### config.mk
export PLATFORM = sky130hd
export DESIGN_NAME = pn_gen
export DESIGN_NICKNAME = d
export VERILOG_FILES = /design/src/rtl/pn_pkg.sv /design/src/rtl/pn_lfsr_core.sv /design/src/rtl/pn_mask_comb.sv /design/src/rtl/pn_packer.sv /design/src/rtl/pn_gen.sv
export SDC_FILE = /design/constraint.sdc
export NUM_CORES = 1
export LEC_CHECK = 0
export ABC_AREA = 1
export BUFFER_PORTS_ARGS = -buffer_cell sky130_fd_sc_hd__buf_2
export CAP_MARGIN = 0
export CORE_AREA = 2 2 67 76
export CTS_CLUSTER_DIAMETER = 80
export DETAILED_ROUTE_END_ITERATION = 12
export DIE_AREA = 0 0 69 78
export GPL_ROUTABILITY_DRIVEN = 0
export MAX_ROUTING_LAYER = met4
export PLACE_DENSITY = 0.57
export SETUP_SLACK_MARGIN = 0.2
export SYNTH_ARGS = -nofsm -noshare
export SYNTH_HDL_FRONTEND = slang
export SYNTH_SLANG_ARGS = --single-unit
### constraint.sdc
create_clock -name clk -period 1.89 [get_ports clk]
set_input_delay 0.189 -clock clk [delete_from_list [all_inputs] [get_ports clk]]
set_output_delay 0.189 -clock clk [all_outputs]
set_load 0.05 [all_outputs]
### src/rtl/pn_pkg.sv
// Package pn_pkg: constants and helpers shared by the pseudonoise generator.
// Assumes: packed words never exceed the 32-bit output port.
package pn_pkg;
    localparam int WORD_W = 32;

    // A usable feedback polynomial needs its top and constant terms.
    function automatic logic poly_valid(input logic top_term, input logic const_term);
        return top_term & const_term;
    endfunction
endpackage

### src/rtl/pn_lfsr_core.sv
// Module pn_lfsr_core: Fibonacci shift register holding x_T..x_(T+DEG-1),
// with cell k = x_(T+k). It captures seed and polynomial on reset or load.
// Assumes: DEG >= 2. Steps are refused while the captured polynomial is invalid.
module pn_lfsr_core #(
    parameter int DEG = 6
) (
    input  logic           clk,
    input  logic           rst_n,
    input  logic           load,
    input  logic           step,
    input  logic [DEG-1:0] seed_in,
    input  logic [DEG:0]   poly_in,
    output logic [DEG-1:0] state,
    output logic           cfg_err
);
    import pn_pkg::*;

    logic [DEG:0] poly_q;
    logic         fb;

    // Feedback: modulo-2 sum of the tapped cells.
    always_comb fb = ^(poly_q[DEG-1:0] & state);

    // Error flag from the captured polynomial's end terms.
    always_comb cfg_err = !poly_valid(poly_q[DEG], poly_q[0]);

    // Capture the configuration on reset or load, otherwise shift on a step.
    always_ff @(posedge clk) begin
        if (!rst_n || load) begin
            state  <= seed_in;
            poly_q <= poly_in;
        end else if (step && !cfg_err) begin
            state  <= {fb, state[DEG-1:1]};
        end
    end

    assert_load_seed_R1: assert property (@(posedge clk) disable iff (!rst_n)
        load |=> state == $past(seed_in));
    assert_shift_R2: assert property (@(posedge clk) disable iff (!rst_n)
        (step && !load && !cfg_err) |=> state[DEG-2:0] == $past(state[DEG-1:1]));
    assert_idle_hold_R3: assert property (@(posedge clk) disable iff (!rst_n)
        (!step && !load) |=> $stable(state));
    assert_bad_poly_hold_R7: assert property (@(posedge clk) disable iff (!rst_n)
        (cfg_err && !load) |=> $stable(state));
    assert_zero_stays_R8: assert property (@(posedge clk) disable iff (!rst_n)
        (state == '0 && !load) |=> state == '0);
endmodule

### src/rtl/pn_mask_comb.sv
// Module pn_mask_comb: captures the output mask on reset or load and forms the
// output bit as the parity of the masked register cells.
// Assumes: the mask already encodes z^d mod g(z) for the wanted advance d.
module pn_mask_comb #(
    parameter int DEG = 6
) (
    input  logic           clk,
    input  logic           rst_n,
    input  logic           load,
    input  logic [DEG-1:0] mask_in,
    input  logic [DEG-1:0] state,
    input  logic           enable,
    output logic           bit_out
);
    logic [DEG-1:0] mask_q;

    // Hold the mask between loads so mid-sequence changes are ignored.
    always_ff @(posedge clk) begin
        if (!rst_n || load) mask_q <= mask_in;
    end

    // Output bit: parity of the selected cells, silenced when disabled.
    always_comb bit_out = enable & (^(state & mask_q));
endmodule

### src/rtl/pn_packer.sv
// Module pn_packer: gathers W successive bits, earliest bit in the MSB, and
// presents each finished word extended to 32 bits, with a one-cycle valid pulse.
// Assumes: 1 <= W <= 32. With ENABLE=0 the outputs are tied to 0.
module pn_packer #(
    parameter int W       = 5,
    parameter bit SIGNED  = 1'b1,
    parameter bit ENABLE  = 1'b1
) (
    input  logic        clk,
    input  logic        rst_n,
    input  logic        clr,
    input  logic        shift,
    input  logic        bit_in,
    output logic [31:0] word_out,
    output logic        word_vld
);
    localparam int CW = (W > 1) ? $clog2(W) : 1;
    localparam logic [CW-1:0] LAST = CW'(W - 1);

    generate
        if (ENABLE) begin : g_pack
            logic [W-1:0]  acc;
            logic [W-1:0]  acc_nx;
            logic [W-1:0]  word_q;
            logic [CW-1:0] cnt;
            logic          vld_q;

            // Next accumulator value with the new bit appended at the bottom.
            always_comb acc_nx = (acc << 1) | W'(bit_in);

            // Collect bits and publish a word once W of them are in.
            always_ff @(posedge clk) begin
                if (!rst_n) begin
                    acc    <= '0;
                    cnt    <= '0;
                    vld_q  <= 1'b0;
                    word_q <= '0;
                end else if (clr) begin
                    acc    <= '0;
                    cnt    <= '0;
                    vld_q  <= 1'b0;
                end else begin
                    vld_q <= 1'b0;
                    if (shift) begin
                        if (cnt == LAST) begin
                            word_q <= acc_nx;
                            vld_q  <= 1'b1;
                            acc    <= '0;
                            cnt    <= '0;
                        end else begin
                            acc <= acc_nx;
                            cnt <= cnt + 1'b1;
                        end
                    end
                end
            end

            for (genvar i = 0; i < 32; i++) begin : g_ext
                if (i < W) begin : g_data
                    assign word_out[i] = word_q[i];
                end else begin : g_fill
                    assign word_out[i] = SIGNED ? word_q[W-1] : 1'b0;
                end
            end
            assign word_vld = vld_q;

            assert_cnt_range_R10: assert property (@(posedge clk) disable iff (!rst_n)
                cnt <= LAST);
            assert_vld_after_shift_R10: assert property (@(posedge clk) disable iff (!rst_n)
                vld_q |-> $past(shift));
        end else begin : g_nopack
            assign word_out = '0;
            assign word_vld = 1'b0;
        end
    endgenerate
endmodule

### src/rtl/pn_gen.sv
// Module pn_gen: masked Fibonacci pseudonoise generator with reload and an
// optional bit packer. Polynomial, seed and mask are captured on reset/reload.
// Assumes: DEG >= 2, 1 <= PACK_W <= 32; reload outranks step_en.
module pn_gen #(
    parameter int DEG         = 6,
    parameter int PACK_W      = 5,
    parameter bit PACK_SIGNED = 1'b1,
    parameter bit PACK_EN     = 1'b1
) (
    input  logic           clk,
    input  logic           rst_n,
    input  logic           step_en,
    input  logic           reload,
    input  logic [DEG:0]   poly_in,
    input  logic [DEG-1:0] seed_in,
    input  logic [DEG-1:0] mask_in,
    output logic           bit_out,
    output logic           cfg_err,
    output logic [31:0]    word_out,
    output logic           word_vld
);
    logic [DEG-1:0] state;
    logic           pack_shift;

    pn_lfsr_core #(.DEG(DEG)) u_core (
        .clk(clk), .rst_n(rst_n), .load(reload), .step(step_en),
        .seed_in(seed_in), .poly_in(poly_in), .state(state), .cfg_err(cfg_err)
    );

    pn_mask_comb #(.DEG(DEG)) u_mask (
        .clk(clk), .rst_n(rst_n), .load(reload), .mask_in(mask_in),
        .state(state), .enable(!cfg_err), .bit_out(bit_out)
    );

    // A packed bit is taken only on a step that really advances the register.
    always_comb pack_shift = step_en && !reload && !cfg_err;

    pn_packer #(.W(PACK_W), .SIGNED(PACK_SIGNED), .ENABLE(PACK_EN)) u_pack (
        .clk(clk), .rst_n(rst_n), .clr(reload), .shift(pack_shift),
        .bit_in(bit_out), .word_out(word_out), .word_vld(word_vld)
    );

    assert_no_word_on_err_R7: assert property (@(posedge clk) disable iff (!rst_n)
        cfg_err |-> !word_vld);
    assert_reload_wins_R5: assert property (@(posedge clk) disable iff (!rst_n)
        reload |=> !word_vld);
endmodule

==> flow_summary.ini, run 1 <==
[global_routing]
grt_pass1_vias = 1072
antenna_found_initial = 0
grt_max_degree = 30
track_usage_pct = 11.6
grt_overflow_total = 0
grt_pass1_wl_mm = 4.76

[logic_synthesis]
yosys_most_used_dff = edfxtp_1
synth.most_common_cell = nand2_1
yosys-top-cells-count = 61 x nand2_1, 27 x buf_4, 19 x edfxtp_1
avgSynthCellArea_um2 = 9.00
synth_edf_count = 19
synthArstFlopShare_pct = 0
ys_warn_count = 0
yosys.cell_types.count = 23
synth_area_leader_cell = edfxtp_1
syn_area_mm2 = 0.00161
synth_top_area_share_pct = 35.4
postSynthCellCount = 179
ys_seq_area_share_pct = 51.6
synth_seq_cells = 32
synth_nets = 204
synth_area_leaders = edfxtp_1 35%, dfxtp_1 16%, nand2_1 14%

[sta]
max_freq_mhz = 610
layout_min_cycle_time_ns = 1.64
setup-tns-final_ns = 0
min_period_over_period_pct = 86.8
setup_viol = 0
slew_viol_final = 0
hold_viol = 0
worst_pin_slew_ns = 0.589
finClkSkew_ns = 0.00274
relSlewSlack_pct = 60.7
rsz0062_at_grt = yes

[critical_path]
cp_max_fo = 3
crit_family = simple AND/OR/NAND/NOR gates
path_buf_inv = 3
worstReg2RegStart = u_core.poly_q[0]$_DFFE_PN_
crit_chain = nand2_2 > inv_2 > nand2_1 > nand2_2 > nand2_1 > nand3_1 > nand2_2 > nand2_2 > inv_2 > buf_8
required_ns = 1.70
crit_start = u_core.state[3]$_DFFE_PP_
start_kind = flip-flop
crit_arrival_ns = 1.45
worst_path_max_delay_cell = edfxtp_1
crit_path_frequent_cell = nand2_2
end_kind = output port
path_class = reg2out
max_stage_delay_ns = 0.40

[cts]
insertion_delay_ns = 0.28
htreeDepth = 2
numCtsBuffers = 5
cts_tree = yes
cts_sinks = 32
ctsLongestPathBuffers = 2
cts_root_buffer = clkbuf_8
clkTransAtPathRegs_ns = 0.06

[job]
maxCapViolCount = 0

[placed_design]
place_hpwl_mm = 2.14
placed_area_mm2 = 0.00177
portBuffers = 57
dp_cells = 266

[routing]
drc_errors = 0
met1_length_mm = 1.27
ant_nets = 0
wl_per_cell_um = 10.3
viasPerCell = 4.30
wl_met2_mm = 1.32
highest_layer = met4
totalWireLength_mm = 2.85
via_count = 1188
drt_first_pass_iters = 4
drtIter0Drc = 59
wl_met3_um = 196

[die]
dieWidth_um = 69
die_h_um = 78
ioPinCount = 58
initial_utilization_pct = 35.4
rows = 26
design.core.area_mm2 = 0.00455
die_area_mm2 = 0.00538

[pwr]
p_per_area_mw_per_mm2 = 793
p_leak_nw = 0.994
p_total_mw = 1.53
vdd_drop_max_mv = 0.331

[final_layout]
drive_gt1_share_pct = 43.6
final_nets = 244
utilization_pct = 42.3
n_antenna_cell = 0
syn2layout_area_growth_pct = 19.4
layout.cells.non_filler = 276
final_cell_area_mm2 = 0.00192

[worst_hold_path]
hp-class = in2reg
min_from = mask_in[1]

[run_status]
outcome = completed
-- path summary, 6_finish.rpt --
kind / end / slack, ns / cells past startpoint
max: bit_out / 0.25 / 10
min: u_mask.mask_q[1]$_DFFE_PN_ / 0.08 / 1
max reg2reg: u_pack.g_pack.word_q[3]$_SDFFE_PN0P_ / 0.40 / 8
min reg2reg: u_pack.g_pack.acc[2]$_SDFFE_PN0P_ / 0.48 / 2
-- what timing repair did --
item	4_1_cts	5_1_grt
setup buffers	2	0
hold buffers	0	0
setup endpoints to repair	1	5
pin swaps	0	10
resized for setup	2	22
-- cell families (layout without fill, tap and decap cells) --
logic type               Yosys count  count (layout)  share of synthesized area [%]
adder cells (fa/ha/maj)            2               2                           1.55
AO/OA/AOI/OAI                     15              15                           5.59
flip-flops                        32              32                           51.6
AND/OR/NAND/NOR                   81              81                           21.3
buffers and inverters             43              84                           16.8
XOR/XNOR                           6               6                           3.26
-- through the flow --
| step | setup slack (ns) | hold slack (ns) |
|---|---|---|
| 6_report | 0.250 | 0.0834 |
| 5_1_grt | 0.167 | 0.0691 |
| 4_1_cts | 0.203 | 0.0736 |
| 3_5_place_dp | 0.383 | 0.367 |
| 3_3_place_gp | 0.366 | 0.366 |
| 2_1_floorplan | 0.314 | 0.288 |
-- layout make-up --
class                   count  area (um^2)
clock buffers               7         76.3
clock inverters             1         3.75
fillers                   448         2630
inverters                  14         52.6
multi-input cells         104          558
flip-flops and latches     32          831
well taps                  56         70.1
repair buffers             62          333
-- layer usage --
metal	vias up	global-route usage (%)
met5	-	-
met4	0	5.88
met3	6	3.25
met2	46	18.7
met1	518	13.4
li1	618	-
-- report_power, final --
part,internal [mW],switching (mW)
clock,0.256,0.234
combinational,0.0932,0.135
sequential,0.787,0.0222
-- flip-flops by register name, summed over array words and instances (netlist names) --
signal,flops
u_pack.g_pack.acc,4
u_pack.g_pack.word_q,5
u_mask.mask_q,6
u_pack.g_pack.cnt,3
u_pack.word_vld,1
u_core.poly_q,7
u_core.state,6
-- cells in the final DEF, fill, tap and decap left out, types with 2 or more instances in the layout --
cell and count:
a21oi_1 5, buf_2 56, buf_4 5, clkbuf_1 2
clkbuf_8 5, dfxtp_1 13, edfxtp_1 19, ha_1 2
inv_1 9, inv_2 5, nand2_1 47, nand2_2 15
nand3_1 4, nor2_1 9, o21ai_0 8, or2_2 2
xnor2_1 3, xor2_1 2
(Power assumes the default switching activity.)
==> run 2, diff against run 1 <==
Settings changed: CTS_BUF_LIST set to sky130_fd_sc_hd__clkbuf_4 sky130_fd_sc_hd__clkbuf_8.
==> flow_summary.ini, run 2 (synthesis results as in run 1) <==
[placed_design]
placed_area_mm2 = 0.00177
dp_cells = 266
place_hpwl_mm = 2.14
portBuffers = 57

[global_routing]
track_usage_pct = 11.7
grt_pass1_wl_mm = 4.77
grt_overflow_total = 0
grt_max_degree = 30
antenna_found_initial = 0
grt_pass1_vias = 1074

[final_layout]
fill_cells = 449
final_cell_mix = 56 x buf_2, 47 x nand2_1, 19 x edfxtp_1
layout.cells.non_filler = 276
utilization_pct = 42.4
largestRegisters = u_core.poly_q x7, u_core.state x6, u_mask.mask_q x6
syn2layout_area_growth_pct = 19.9
final_nets = 244
layout_commonest_cell = buf_2
largest-register = u_core.poly_q
drive_gt1_share_pct = 44.5
n_antenna_cell = 0
largest_reg_flops = 7
final_cell_area_mm2 = 0.00193

[cts]
htreeDepth = 2
ctsLongestPathBuffers = 2
cts_tree = yes
clkTransAtPathRegs_ns = 0.07
numCtsBuffers = 5
cts_hold_buf = 0
cts_sinks = 32
cts_root_buffer = clkbuf_8
insertion_delay_ns = 0.28

[critical_path]
crit_chain = nand2_2 > inv_2 > nand2_1 > nand2_2 > nand2_1 > nand3_1 > nand2_2 > nand2_2 > inv_2 > buf_8
path_class = reg2out
ff2ff_setup_slack_ns = 0.40
worstReg2RegStart = u_core.poly_q[0]$_DFFE_PN_
max_stage_delay_ns = 0.41
crit_path_frequent_cell = nand2_2
crit_arrival_ns = 1.45
start_kind = flip-flop
crit_start = u_core.state[3]$_DFFE_PP_
end_kind = output port
worst_path_max_delay_cell = edfxtp_1
cp_max_fo = 3
required_ns = 1.70

[pwr]
p_total_mw = 1.56
p_per_area_mw_per_mm2 = 807
p_leak_nw = 1.00
vdd_drop_max_mv = 0.332

[worst_hold_path]
hp-class = in2reg
min_from = mask_in[1]

[routing]
ant_nets = 0
viasPerCell = 4.32
drt_first_pass_iters = 4
drtIter0Drc = 55
totalWireLength_mm = 2.86
wl_per_cell_um = 10.3
via_count = 1192
drc_errors = 0

[die]
design.core.area_mm2 = 0.00455
rows = 26
die_h_um = 78
dieWidth_um = 69
ioPinCount = 58
initial_utilization_pct = 35.4
die_area_mm2 = 0.00538

[run_status]
outcome = completed

[sta]
slew_viol_final = 0
min_period_over_period_pct = 87.0
finClkSkew_ns = 0.00472
worst_pin_slew_ns = 0.589
setup_viol = 0
setup-tns-final_ns = 0
max_freq_mhz = 608
relSlewSlack_pct = 60.7
rsz0062_at_grt = yes
hold_viol = 0
layout_min_cycle_time_ns = 1.64

[job]
maxCapViolCount = 0
## run 2: path summary, 6_finish.rpt
path	endpoint	cells past startpoint
max	bit_out	10
min	u_mask.mask_q[1]$_DFFE_PN_	1
max reg2reg	u_pack.g_pack.word_q[3]$_SDFFE_PN0P_	8
min reg2reg	u_pack.g_pack.acc[2]$_SDFFE_PN0P_	2
## run 2: stage by stage
step	hold WS (ns)	setup WS, ns
2_1_floorplan	0.288	0.314
3_3_place_gp	0.366	0.366
3_5_place_dp	0.367	0.383
4_1_cts	0.0731	0.206
5_1_grt	0.0667	0.164
6_report	0.0805	0.246
## run 2: final cells by class
type                            count  area, um^2  share of cell area [%]
Clock buffer                        7        83.8                    4.34
Clock inverter                      1        3.75                   0.194
Inverter                           14        52.6                    2.72
Multi-Input combinational cell    104         558                    28.9
Sequential cell                    32         831                    43.0
Tap cell                           56        70.1                    3.63
Timing Repair Buffer               62         333                    17.2
## run 2: routing by layer
layer | part of all wire [%] | vias up | GRT usage, %
li1 | - | 618 | -
met1 | 44 | 522 | 13.4
met2 | 46 | 46 | 18.8
met3 | 6.9 | 6 | 3.25
met4 | 2.3 | 0 | 5.88
met5 | 0 | - | -
## run 2: power breakdown
part	switching, mW	leakage, nW	internal, mW	total (mW)
Clock	0.238	0.0467	0.285	0.522
Combinational	0.135	0.655	0.0932	0.228
Sequential	0.0222	0.300	0.787	0.809
Total	0.394	1.00	1.17	1.56
## run 2: worst max-delay path, delay by kind of cell, from the launching register on
family | cells | cell delay (ns)
buf+inv | 3 | 0.22
flops | 1 | 0.41
simple gates | 7 | 0.54
## run 2: repair_timing
action / in CTS / in global routing
endpoints found under the hold margin: 0 / 0
resized for setup: 2 / 22
setup endpoints to repair: 1 / 5
cloned: 0 / 0
buffers inserted: 2 / 0
pin swaps: 0 / 10
==> run 3, diff against run 2 <==
Settings changed: CORE_AREA 2 2 67 76 to 2 2 70 72, DIE_AREA 0 0 69 78 to 0 0 72 74.
Clock period 1.89 ns to 1.8 ns, I/O delays scaled along.
==> flow_summary.ini, run 3 (synthesis results as in run 1) <==
[sta]
finClkSkew_ns = 0.00355
setup-tns-final_ns = 0
worst_pin_slew_ns = 0.329
max_freq_mhz = 609
hold_viol = 0
relSlewSlack_pct = 78.1
min_period_over_period_pct = 91.3
rsz0062_at_grt = yes
setup_viol = 0
layout_min_cycle_time_ns = 1.64
slew_viol_final = 0
holdWs_ns = 0.0746

[routing]
wl_met3_um = 178
wl_met2_mm = 1.31
totalWireLength_mm = 2.81
drc_errors = 0
viasPerCell = 4.31
wl_per_cell_um = 10.2
highest_layer = met4
via_count = 1185
met1_length_mm = 1.26
drt_first_pass_iters = 4
drtIter0Drc = 30
ant_nets = 0

[placed_design]
portBuffers = 57
placed_area_mm2 = 0.00176
place_hpwl_mm = 2.11

[pwr]
p_leak_nw = 1.01
vdd_drop_max_mv = 0.412
power_frac_seq_pct = 52.5
pwr-share-comb_pct = 14.3
netSwitchingFraction_pct = 24.4
pwr-share-clk_pct = 33.2
p_sw_uw = 395
p_per_area_mw_per_mm2 = 841
internal_power_mw = 1.22
p_total_mw = 1.62

[die]
design.core.area_mm2 = 0.00460
initial_utilization_pct = 35.0
die_h_um = 74
die_area_mm2 = 0.00533
dieWidth_um = 72
ioPinCount = 58
rows = 25

[global_routing]
grt_overflow_total = 0
antenna_found_initial = 0
track_usage_pct = 11.7
grt_pass1_wl_mm = 4.57
grt_pass1_vias = 1099
grt_max_degree = 30

[cts]
cts_tree = yes
cts_sinks = 32
htreeDepth = 2
cts_root_buffer = clkbuf_8
numCtsBuffers = 5
insertion_delay_ns = 0.28
clkTransAtPathRegs_ns = 0.06
ctsLongestPathBuffers = 2
cts_hold_buf = 0

[critical_path]
start_kind = flip-flop
max_stage_delay_ns = 0.42
path_class = reg2out
crit_arrival_ns = 1.46
cp_max_fo = 3
worst_path_max_delay_cell = edfxtp_1
crit_chain = nand2_2 > inv_2 > nand2_2 > nand2_2 > nand2_1 > nand3_1 > nand2_1 > nand2_1 > inv_1 > buf_6
end_kind = output port
required_ns = 1.62
ff2ff_setup_slack_ns = 0.33

[job]
maxCapViolCount = 0

[final_layout]
final_cell_area_mm2 = 0.00192
n_antenna_cell = 0
largest-register = u_core.poly_q
utilization_pct = 41.8
drive_gt1_share_pct = 42.1
final_cell_mix = 56 x buf_2, 51 x nand2_1, 19 x edfxtp_1
layout_commonest_cell = buf_2
largestRegisters = u_core.poly_q x7, u_core.state x6, u_mask.mask_q x6
largest_reg_flops = 7
final_nets = 245
syn2layout_area_growth_pct = 19.3
fill_cells = 475

[worst_hold_path]
hp-class = in2reg

[run_status]
outcome = completed
[run 3: cell count changes in the layout (fill, tap and decap cells not counted), sizes merged]
cell,previous run,this run
buf,62,63
[run 3: power by group through the flow]
stage | combinational (mW) | clock (mW) | sequential [mW]
6_report | 0.231 | 0.537 | 0.848
4_1_cts | 0.228 | 0.558 | 0.848
3_5_place_dp | 0.201 | 0 | 0.864
2_1_floorplan | 0.144 | 0 | 0.856
3_3_place_gp | 0.198 | 0 | 0.863
5_1_grt | 0.262 | 0.579 | 0.853
[run 3: worst paths after layout]
kind | startpoint | depth (start not counted) | to
setup / recovery | u_core.state[3]$_DFFE_PP_ | 10 | bit_out
hold reg to reg | u_pack.g_pack.cnt[1]$_SDFFE_PN0P_ | 2 | u_pack.g_pack.cnt[1]$_SDFFE_PN0P_
setup reg to reg | u_core.state[2]$_DFFE_PP_ | 8 | u_core.state[5]$_DFFE_PP_
hold / removal | mask_in[1] | 1 | u_mask.mask_q[1]$_DFFE_PN_
[run 3: layout make-up]
class	count	area [um^2]	area share, %
flip-flops and latches	32	832	43.3
well taps	54	67.6	3.52
inverters	14	52.6	2.73
repair buffers	63	337	17.5
clock inverters	1	3.75	0.195
clock buffers	7	83.8	4.36
multi-input cells	104	546	28.4
[run 3: through the flow]
step                      instances  setup slack, ns
final                           275            0.157
after global routing            275           0.0275
after CTS                       275            0.141
after detailed placement        263            0.305
after global placement          263            0.307
after floorplan                 179            0.233
[run 3: repair_timing]
action	4_1_cts	5_1_grt
gates cloned	0	0
gates resized for setup	8	9
hold endpoints to repair	0	0
setup buffers	4	0
pin swaps	11	10
endpoints found under the setup margin	1	34
[run 3: metal layers]
metal | vias to the layer above | track usage (%)
li1 | 618 | -
met3 | 5 | 3.25
met4 | 0 | 6.92
met5 | - | -
met1 | 528 | 13.4
met2 | 34 | 18.5
[run 3: worst max-delay path: cells and delay by family, from the launching register on]
family	cells	cell delay (ns)
AND/OR/NAND/NOR	7	0.50
buffers and inverters	3	0.27
flip-flops	1	0.42
